<file path="src/rtl/spi_xfer_pkg.sv">
package spi_xfer_pkg;
   localparam int WORD_W   = 8;
   localparam int SS_W     = 4;
   localparam int DIV_W    = 3;
   localparam int CFG_W    = 17;
   localparam int B_EN     = 0;
   localparam int B_CPOL   = 1;
   localparam int B_CPHA   = 2;
   localparam int B_DIV    = 3;
   localparam int B_SS     = 10;
   localparam int B_MSS    = 14;
   localparam int B_MST    = 15;
   localparam int B_GO     = 16;
   localparam logic [CFG_W-1:0] CFG_RST = 17'h03C09;
endpackage

</file>
<file path="src/rtl/spi_byte_fifo.sv">
module spi_byte_fifo #(
   parameter int W     = 8,
   parameter int DEPTH = 128,
   localparam int AW   = $clog2(DEPTH),
   localparam int CW   = $clog2(DEPTH + 1)
) (
   input  logic          clk,
   input  logic          rst_n,
   input  logic          push,
   input  logic [W-1:0]  wdata,
   input  logic          pop,
   output logic [W-1:0]  rdata,
   output logic [CW-1:0] count,
   output logic          empty,
   output logic          full
);
   if (DEPTH < 2 || (DEPTH & (DEPTH - 1)) != 0) begin : g_bad_depth
      $error("spi_byte_fifo: DEPTH must be a power of two of at least 2");
   end

   logic [W-1:0]  mem [DEPTH];
   logic [AW-1:0] wptr, rptr;
   logic          do_push, do_pop;

   assign empty   = (count == '0);
   assign full    = (count == CW'(DEPTH));
   assign do_push = push && !full;
   assign do_pop  = pop && !empty;
   assign rdata   = mem[rptr];

   always_ff @(posedge clk) begin
      if (do_push) mem[wptr] <= wdata;
   end

   always_ff @(posedge clk or negedge rst_n) begin
      if (!rst_n) begin
         wptr  <= '0;
         rptr  <= '0;
         count <= '0;
      end else begin
         if (do_push) wptr <= wptr + 1'b1;
         if (do_pop)  rptr <= rptr + 1'b1;
         case ({do_push, do_pop})
            2'b10:   count <= count + 1'b1;
            2'b01:   count <= count - 1'b1;
            default: count <= count;
         endcase
      end
   end
endmodule

</file>
<file path="src/rtl/spi_shift_core.sv">
module spi_shift_core import spi_xfer_pkg::*; #(
   parameter int DW = WORD_W
) (
   input  logic             clk,
   input  logic             rst_n,
   input  logic             start,
   input  logic [DW-1:0]    din,
   input  logic [DIV_W-1:0] div_sel,
   input  logic             cpol,
   input  logic             cpha,
   input  logic             miso,
   output logic             busy,
   output logic             done,
   output logic [DW-1:0]    dout,
   output logic             sclk,
   output logic             mosi
);
   if (DW < 2) begin : g_bad_dw
      $error("spi_shift_core: DW must be at least 2");
   end

   localparam int HC_W = 1 << DIV_W;
   localparam int EC_W = $clog2(2 * DW);
   localparam logic [EC_W-1:0] LAST_EDGE = EC_W'(2 * DW - 1);

   logic [DIV_W-1:0] eff_div;
   logic [HC_W-1:0]  half_last, hcnt;
   logic [EC_W-1:0]  ecnt;
   logic             phase, lead, smp, drv, edge_now;
   logic [DW-1:0]    tx_sr, rx_sr, rx_nxt;

   assign eff_div   = (div_sel == '0) ? DIV_W'(1) : div_sel;
   assign half_last = (HC_W'(1) << eff_div) - 1'b1;
   assign edge_now  = busy && (hcnt == half_last);
   assign lead      = ~ecnt[0];
   assign smp       = cpha ? ~lead : lead;
   assign drv       = ~smp;
   assign rx_nxt    = {rx_sr[DW-2:0], miso};
   assign sclk      = cpol ^ phase;

   always_ff @(posedge clk or negedge rst_n) begin
      if (!rst_n) begin
         busy  <= 1'b0;
         done  <= 1'b0;
         dout  <= '0;
         hcnt  <= '0;
         ecnt  <= '0;
         phase <= 1'b0;
         tx_sr <= '0;
         rx_sr <= '0;
         mosi  <= 1'b0;
      end else begin
         done <= 1'b0;
         if (start && !busy) begin
            busy  <= 1'b1;
            hcnt  <= '0;
            ecnt  <= '0;
            phase <= 1'b0;
            tx_sr <= din;
            rx_sr <= '0;
            mosi  <= din[DW-1];
         end else if (edge_now) begin
            hcnt  <= '0;
            phase <= ~phase;
            ecnt  <= ecnt + 1'b1;
            if (smp) rx_sr <= rx_nxt;
            if (drv) begin
               mosi  <= cpha ? tx_sr[DW-1] : tx_sr[DW-2];
               tx_sr <= tx_sr << 1;
            end
            if (ecnt == LAST_EDGE) begin
               busy <= 1'b0;
               done <= 1'b1;
               dout <= smp ? rx_nxt : rx_sr;
            end
         end else if (busy) begin
            hcnt <= hcnt + 1'b1;
         end
      end
   end
endmodule

</file>
<file path="src/rtl/spi_ss_drive.sv">
module spi_ss_drive import spi_xfer_pkg::*; #(
   parameter bit DECODED = 1'b0
) (
   input  logic            clk,
   input  logic            rst_n,
   input  logic [SS_W-1:0] field,
   input  logic            manual,
   input  logic            active,
   output logic [SS_W-1:0] ss_n
);
   logic [SS_W-1:0] pick;

   if (DECODED) begin : g_decoded
      assign pick = field;
   end else begin : g_onehot
      logic legal;
      assign legal = ($countones(~field) <= 1);
      assign pick  = legal ? field : '1;
   end

   always_ff @(posedge clk or negedge rst_n) begin
      if (!rst_n)                ss_n <= '1;
      else if (manual || active) ss_n <= pick;
      else                       ss_n <= '1;
   end
endmodule

</file>
<file path="src/rtl/spi_xfer_engine.sv">
module spi_xfer_engine import spi_xfer_pkg::*; #(
   parameter int  DEPTH      = 128,
   parameter bit  DECODED_SS = 1'b0,
   localparam int CNT_W      = $clog2(DEPTH + 1)
) (
   input  logic              clk,
   input  logic              rst_n,
   input  logic              eng_en,
   input  logic              cfg_we,
   input  logic [CFG_W-1:0]  cfg_wdata,
   output logic [CFG_W-1:0]  cfg_q,
   input  logic              wm_we,
   input  logic [CNT_W-1:0]  wm_wdata,
   input  logic              tx_push,
   input  logic [WORD_W-1:0] tx_data,
   input  logic              rx_pop,
   output logic [WORD_W-1:0] rx_data,
   output logic              tx_below_wm,
   output logic              tx_full,
   output logic              rx_not_empty,
   output logic              busy,
   output logic              sclk,
   output logic              mosi,
   input  logic              miso,
   output logic [SS_W-1:0]   ss_n
);
   if (DEPTH < 2 || (DEPTH & (DEPTH - 1)) != 0) begin : g_bad_depth
      $error("spi_xfer_engine: DEPTH must be a power of two of at least 2");
   end

   logic [CFG_W-2:0]  cfg_lo;
   logic              go_q;
   logic [CNT_W-1:0]  wm_q, tx_cnt, rx_cnt;
   logic              tx_empty, rx_empty, rx_full;
   logic [WORD_W-1:0] tx_head, core_dout;
   logic              core_busy, core_done, run_en, can_go, start;

   assign cfg_q  = {go_q, cfg_lo};
   assign run_en = eng_en && cfg_lo[B_EN];
   assign can_go = !cfg_lo[B_MST] || go_q;
   assign start  = run_en && can_go && !core_busy && !tx_empty && !rx_full;

   always_ff @(posedge clk or negedge rst_n) begin
      if (!rst_n) begin
         cfg_lo <= CFG_RST[CFG_W-2:0];
         go_q   <= 1'b0;
         wm_q   <= CNT_W'(1);
      end else begin
         if (cfg_we) begin
            cfg_lo <= cfg_wdata[CFG_W-2:0];
            go_q   <= cfg_wdata[B_GO] && cfg_wdata[B_MST];
         end else if (go_q && tx_empty && !core_busy && !start) begin
            go_q <= 1'b0;
         end
         if (wm_we) wm_q <= wm_wdata;
      end
   end

   spi_byte_fifo #(.W(WORD_W), .DEPTH(DEPTH)) u_txq (
      .clk(clk), .rst_n(rst_n), .push(tx_push), .wdata(tx_data), .pop(start),
      .rdata(tx_head), .count(tx_cnt), .empty(tx_empty), .full(tx_full)
   );

   spi_byte_fifo #(.W(WORD_W), .DEPTH(DEPTH)) u_rxq (
      .clk(clk), .rst_n(rst_n), .push(core_done), .wdata(core_dout), .pop(rx_pop),
      .rdata(rx_data), .count(rx_cnt), .empty(rx_empty), .full(rx_full)
   );

   spi_shift_core #(.DW(WORD_W)) u_core (
      .clk(clk), .rst_n(rst_n), .start(start), .din(tx_head),
      .div_sel(cfg_lo[B_DIV +: DIV_W]), .cpol(cfg_lo[B_CPOL]), .cpha(cfg_lo[B_CPHA]),
      .miso(miso), .busy(core_busy), .done(core_done), .dout(core_dout),
      .sclk(sclk), .mosi(mosi)
   );

   spi_ss_drive #(.DECODED(DECODED_SS)) u_ss (
      .clk(clk), .rst_n(rst_n), .field(cfg_lo[B_SS +: SS_W]), .manual(cfg_lo[B_MSS]),
      .active(core_busy || start), .ss_n(ss_n)
   );

   assign tx_below_wm  = (tx_cnt < wm_q);
   assign rx_not_empty = !rx_empty;
   assign busy         = core_busy;
endmodule

</file>
<file path="config.mk">
export PLATFORM = sky130hd
export DESIGN_NAME = spi_xfer_engine
export DESIGN_NICKNAME = d
export VERILOG_FILES = /design/src/rtl/spi_xfer_pkg.sv /design/src/rtl/spi_byte_fifo.sv /design/src/rtl/spi_shift_core.sv /design/src/rtl/spi_ss_drive.sv /design/src/rtl/spi_xfer_engine.sv
export SDC_FILE = /design/constraint.sdc
export NUM_CORES = 2
export LEC_CHECK = 0
export BUFFER_PORTS_ARGS = -buffer_cell sky130_fd_sc_hd__buf_2
export CELL_PAD_IN_SITES_DETAIL_PLACEMENT = 0
export CELL_PAD_IN_SITES_GLOBAL_PLACEMENT = 1
export CORE_ASPECT_RATIO = 0.75
export CORE_MARGIN = 4
export CORE_UTILIZATION = 45
export DETAILED_ROUTE_END_ITERATION = 12
export PLACE_DENSITY_LB_ADDON = 0.2
export SLEW_MARGIN = 0
export SYNTH_ARGS = -nofsm -noshare
export SYNTH_HDL_FRONTEND = slang
export SYNTH_SLANG_ARGS = --single-unit
</file>
<file path="constraint.sdc">
create_clock -name clk -period 10.1 [get_ports clk]
set_input_delay 3.03 -clock clk [delete_from_list [all_inputs] [get_ports clk]]
set_output_delay 3.03 -clock clk [all_outputs]
set_load 0.005 [all_outputs]
</file>
==> Flow_metrics.wiki <==
{| class="wikitable"
! Metric !! Value
|-
| Count of final setup violators || 0
|-
| Minimum clock period || 7770 ps
|-
| Power per cell area || 238 nW/µm²
|-
| Share of post-route cells with drive strength above 1 || 25.1%
|-
| Register Area || 64400 µm²
|-
| Global-route wire length before repair || 293 mm
|-
| VDD IR-drop max || 0.000205 V
|-
| Total number of nets in the final design || 4252
|-
| Critical-path maximum fanout || 64
|-
| Met1 Use GR || 33.8%
|-
| Final sum of negative setup slack || 0 ps
|-
| Pin count of the biggest net entering global routing || 117
|-
| Hpwl dp || 117 mm
|-
| I/O pin count || 76
|-
| Total Power Consumption || 22.5 mW
|-
| Number of violations reported at the end of detailed-routing iteration 0 || 4728
|-
| Hold crit path type || flip-flop to flip-flop
|-
| Most frequent standard cell in the layout excluding fill and tap cells || edfxtp_1
|-
| Fraction of registers with async set/reset || 5.23%
|-
| Type of the worst setup path || flip-flop to output port
|-
| Area taken by multi-input logic gates || 19300 µm²
|-
| RSZ-0062 raised after global routing || no
|-
| Skew final || 25.2 ps
|-
| Area of the mapped netlist || 84900 µm²
|-
| Number of warning messages in the yosys log || 0
|-
| Share of synthesized area occupied by flip-flops and latches || 75.8%
|-
| Worst setup startpoint || u_rxq.rptr[1]
|-
| Final worst path period share || 76.9%
|-
| Critical Path End Type || output port
|-
| Clock tree from TritonCTS || done
|-
| Skew-Pair Late Insertion Delay || 830 ps
|-
| Termination of the worst setup path || rx_data[4]
|-
| Number of instances in the synthesized netlist || 4037
|-
| Routed Wire Length || 201 mm
|-
| Status || complete, no violations
|-
| Transition time at the pin with the least slew margin || 1390 ps
|-
| Met2 global-route usage || 28.4%
|-
| Sort of element at the start of the critical path || flip-flop
|-
| Arrival time of the worst setup path || 4740 ps
|-
| Ys flop type || edfxtp_1
|-
| Detailed-route via count || 40600
|-
| Initial cell density of the core || 45.5%
|-
| Per-cell routed wire length || 29.3 µm
|-
| Post-synth EDFFs || 2048
|-
| Final instance count without filler cells || 6855
|-
| Core outline area || 187000 µm²
|-
| Buffer count from post-CTS setup fixing || 0
|-
| Number of buffers between clock root and the deepest sink || 3
|-
| Highest-count cells in the layout ignoring fill and taps || 2048 x edfxtp_1, 560 x mux4_2, 310 x nor2_1, 210 x clkbuf_16, 141 x mux2i_1
|-
| Floorplan die width || 509 µm
|-
| Hold bufs inserted after CTS || 0
|-
| Number of placed instances with taps included || 6471
|-
| Iteration count of the initial detailed-routing pass || 5
|-
| Stage delay of the slowest cell on the critical path || 1000 ps
|-
| Fill cells || 14700
|-
| Number of gates resized after CTS || 0
|-
| Area of the die || 196000 µm²
|-
| Number of DRC violations after detailed routing || 0
|-
| Number of antenna violations at the first check in global routing || 2
|-
| Crit-path slowest cell || dfrtp_4
|-
| Maximum clock rate || 129 MHz
|-
| CTS sink cnt || 2161
|-
| Clock Tree Root || clkbuf_16
|-
| Hold violation total from the final report || 0
|-
| Max-cap viol count || 0
|-
| Share of the core filled with cells in the final layout || 50.8%
|-
| Overflow left after global routing || 0
|-
| Total global-route track usage || 20.6%
|-
| Leakage power of the design || 32.5 nW
|-
| Count of different cell masters after synthesis || 65
|-
| ANT cells || 0
|-
| Clock-pin slew on the worst setup and hold paths || 60 ps
|-
| Series of cell instances along the critical path || buf_4, buf_4, mux4_2, mux4_2, mux2i_1, a221oi_1, buf_2
|-
| Critical path required time || 7070 ps
|-
| Fin. max-slew vios || 0
|-
| GPL Wtd Cong || 0.785
|-
| Met3 Usage GRT || 4.77%
|-
| Port-buffer cells || 75
|-
| Via density || 5.92
|-
| R2r worst-path depth || 9
|-
| Slack of the worst reg-to-reg path || 5690 ps
|-
| Via count of the first global-routing pass || 40200
|-
| Net Count, Synth || 4112
|-
| Launching point of the worst reg2reg path || u_txq.rptr[0]
|-
| Remaining antenna violation count after routing || 0
|-
| Total number of H-tree levels || 4
|-
| Synthesis-stage register bit count || 2161
|-
| Rows || 137
|-
| Area grow syn2layout || 11.7%
|-
| Reg-to-Reg End || u_core.tx_sr[7]
|-
| Busiest layer in global routing || met1
|-
| Worst slew margin || 6.86%
|-
| Synthesized area divided by synthesized cell count || 21.0 µm²
|-
| Die Y-Extent || 384 µm
|-
| Cts bufs inserted || 206
|}
-- worst min path at each step --
stage	from	to	depth (start not counted)
3_3_place_gp	u_rxq.wptr[2]	u_rxq.wptr[2]	1
4_1_cts	u_rxq.wptr[2]	u_rxq.wptr[2]	1
6_report	u_rxq.wptr[2]	u_rxq.wptr[2]	1
5_1_grt	cfg_lo[8]	cfg_lo[8]	1
3_5_place_dp	u_rxq.wptr[2]	u_rxq.wptr[2]	1
2_1_floorplan	u_rxq.wptr[2]	u_rxq.wptr[2]	1
-- layout make-up --
cell class                 instances  area share [%]
clock buffer                     249            5.74
clock inverter                   135            1.46
inverter                          32           0.127
multi-input combinational       1626            20.3
sequential                      2161            67.9
tap                             2502            3.30
timing repair buffer             150            1.12
-- worst max-delay path: cells and delay by family, from the launching register on --
| family | cells | cell delay [ps] |
|---|---|---|
| multiplexers | 3 | 1100 |
| AO/OA/AOI/OAI | 1 | 130 |
| flip-flops | 1 | 1000 |
| buffers and inverters | 3 | 1550 |
-- cell usage after synthesis (21+ instances only) --
cell type     n  area, µm²
dfrtp_1     102       2550
mux2i_1     141       1410
ha_1         31        388
inv_1        30        113
a221oi_1     22        193
nor2b_1      27        169
nand3_1      41        205
edfxtp_1   2048      61500
nor2_1      311       1170
clkbuf_1    100        375
xnor2_1      25        219
buf_6        21        236
o21ai_0      63        315
buf_2        58        290
mux2_2       21        236
mux4_2      560      12600
a21oi_1      41        205
nand2_1     121        454
-- through the flow --
step | cell area, µm² | hold WS [ps] | setup slack [ps]
after floorplan | 84900 | 459 | 4400
after global placement | 88000 | 483 | 3200
after detailed placement | 88000 | 486 | 3160
after CTS | 94800 | 497 | 2270
after global routing | 94800 | 509 | 2110
final | 94800 | 494 | 2330
-- layer usage --
layer	share of wire [%]	vias to the layer above	wire length, µm
li1	-	17000	-
met1	47	21800	94500
met2	43	1649	86100
met3	8.8	225	17800
met4	1.4	0	2730
met5	0	-	0
-- power by group --
| part | leakage [nW] | switching [mW] | internal (mW) | total [mW] |
|---|---|---|---|---|
| combinational | 6.63 | 2.49 | 1.91 | 4.40 |
| sequential | 22.5 | 0.343 | 9.93 | 10.3 |
| clock | 3.35 | 3.37 | 4.48 | 7.86 |
| total | 32.5 | 6.21 | 16.3 | 22.5 |
-- flip-flops by register name, indices dropped and copies added (netlist names), 4 cells and up --
register	count
u_rxq.mem	1024
u_txq.mem	1024
cfg_lo	16
u_core.dout	8
u_core.hcnt	8
u_core.rx_sr	8
u_core.tx_sr	8
u_rxq.count	8
u_txq.count	8
wm_q	8
u_rxq.rptr	7
u_rxq.wptr	7
u_txq.rptr	7
u_txq.wptr	7
u_core.ecnt	4
u_ss.ss_n	4
-- kinds of logic after synthesis --
group / synth area share, %
DFF: 75.8
adders and majority gates: 0.528
AOI/OAI and AO/OA: 2.12
buffers and inverters: 1.48
muxes: 16.8
xor gates and xnor gates: 0.464
other: 0.00442
and+or+nand+nor: 2.79
Note: power is estimated with default switching activity, not from simulation.
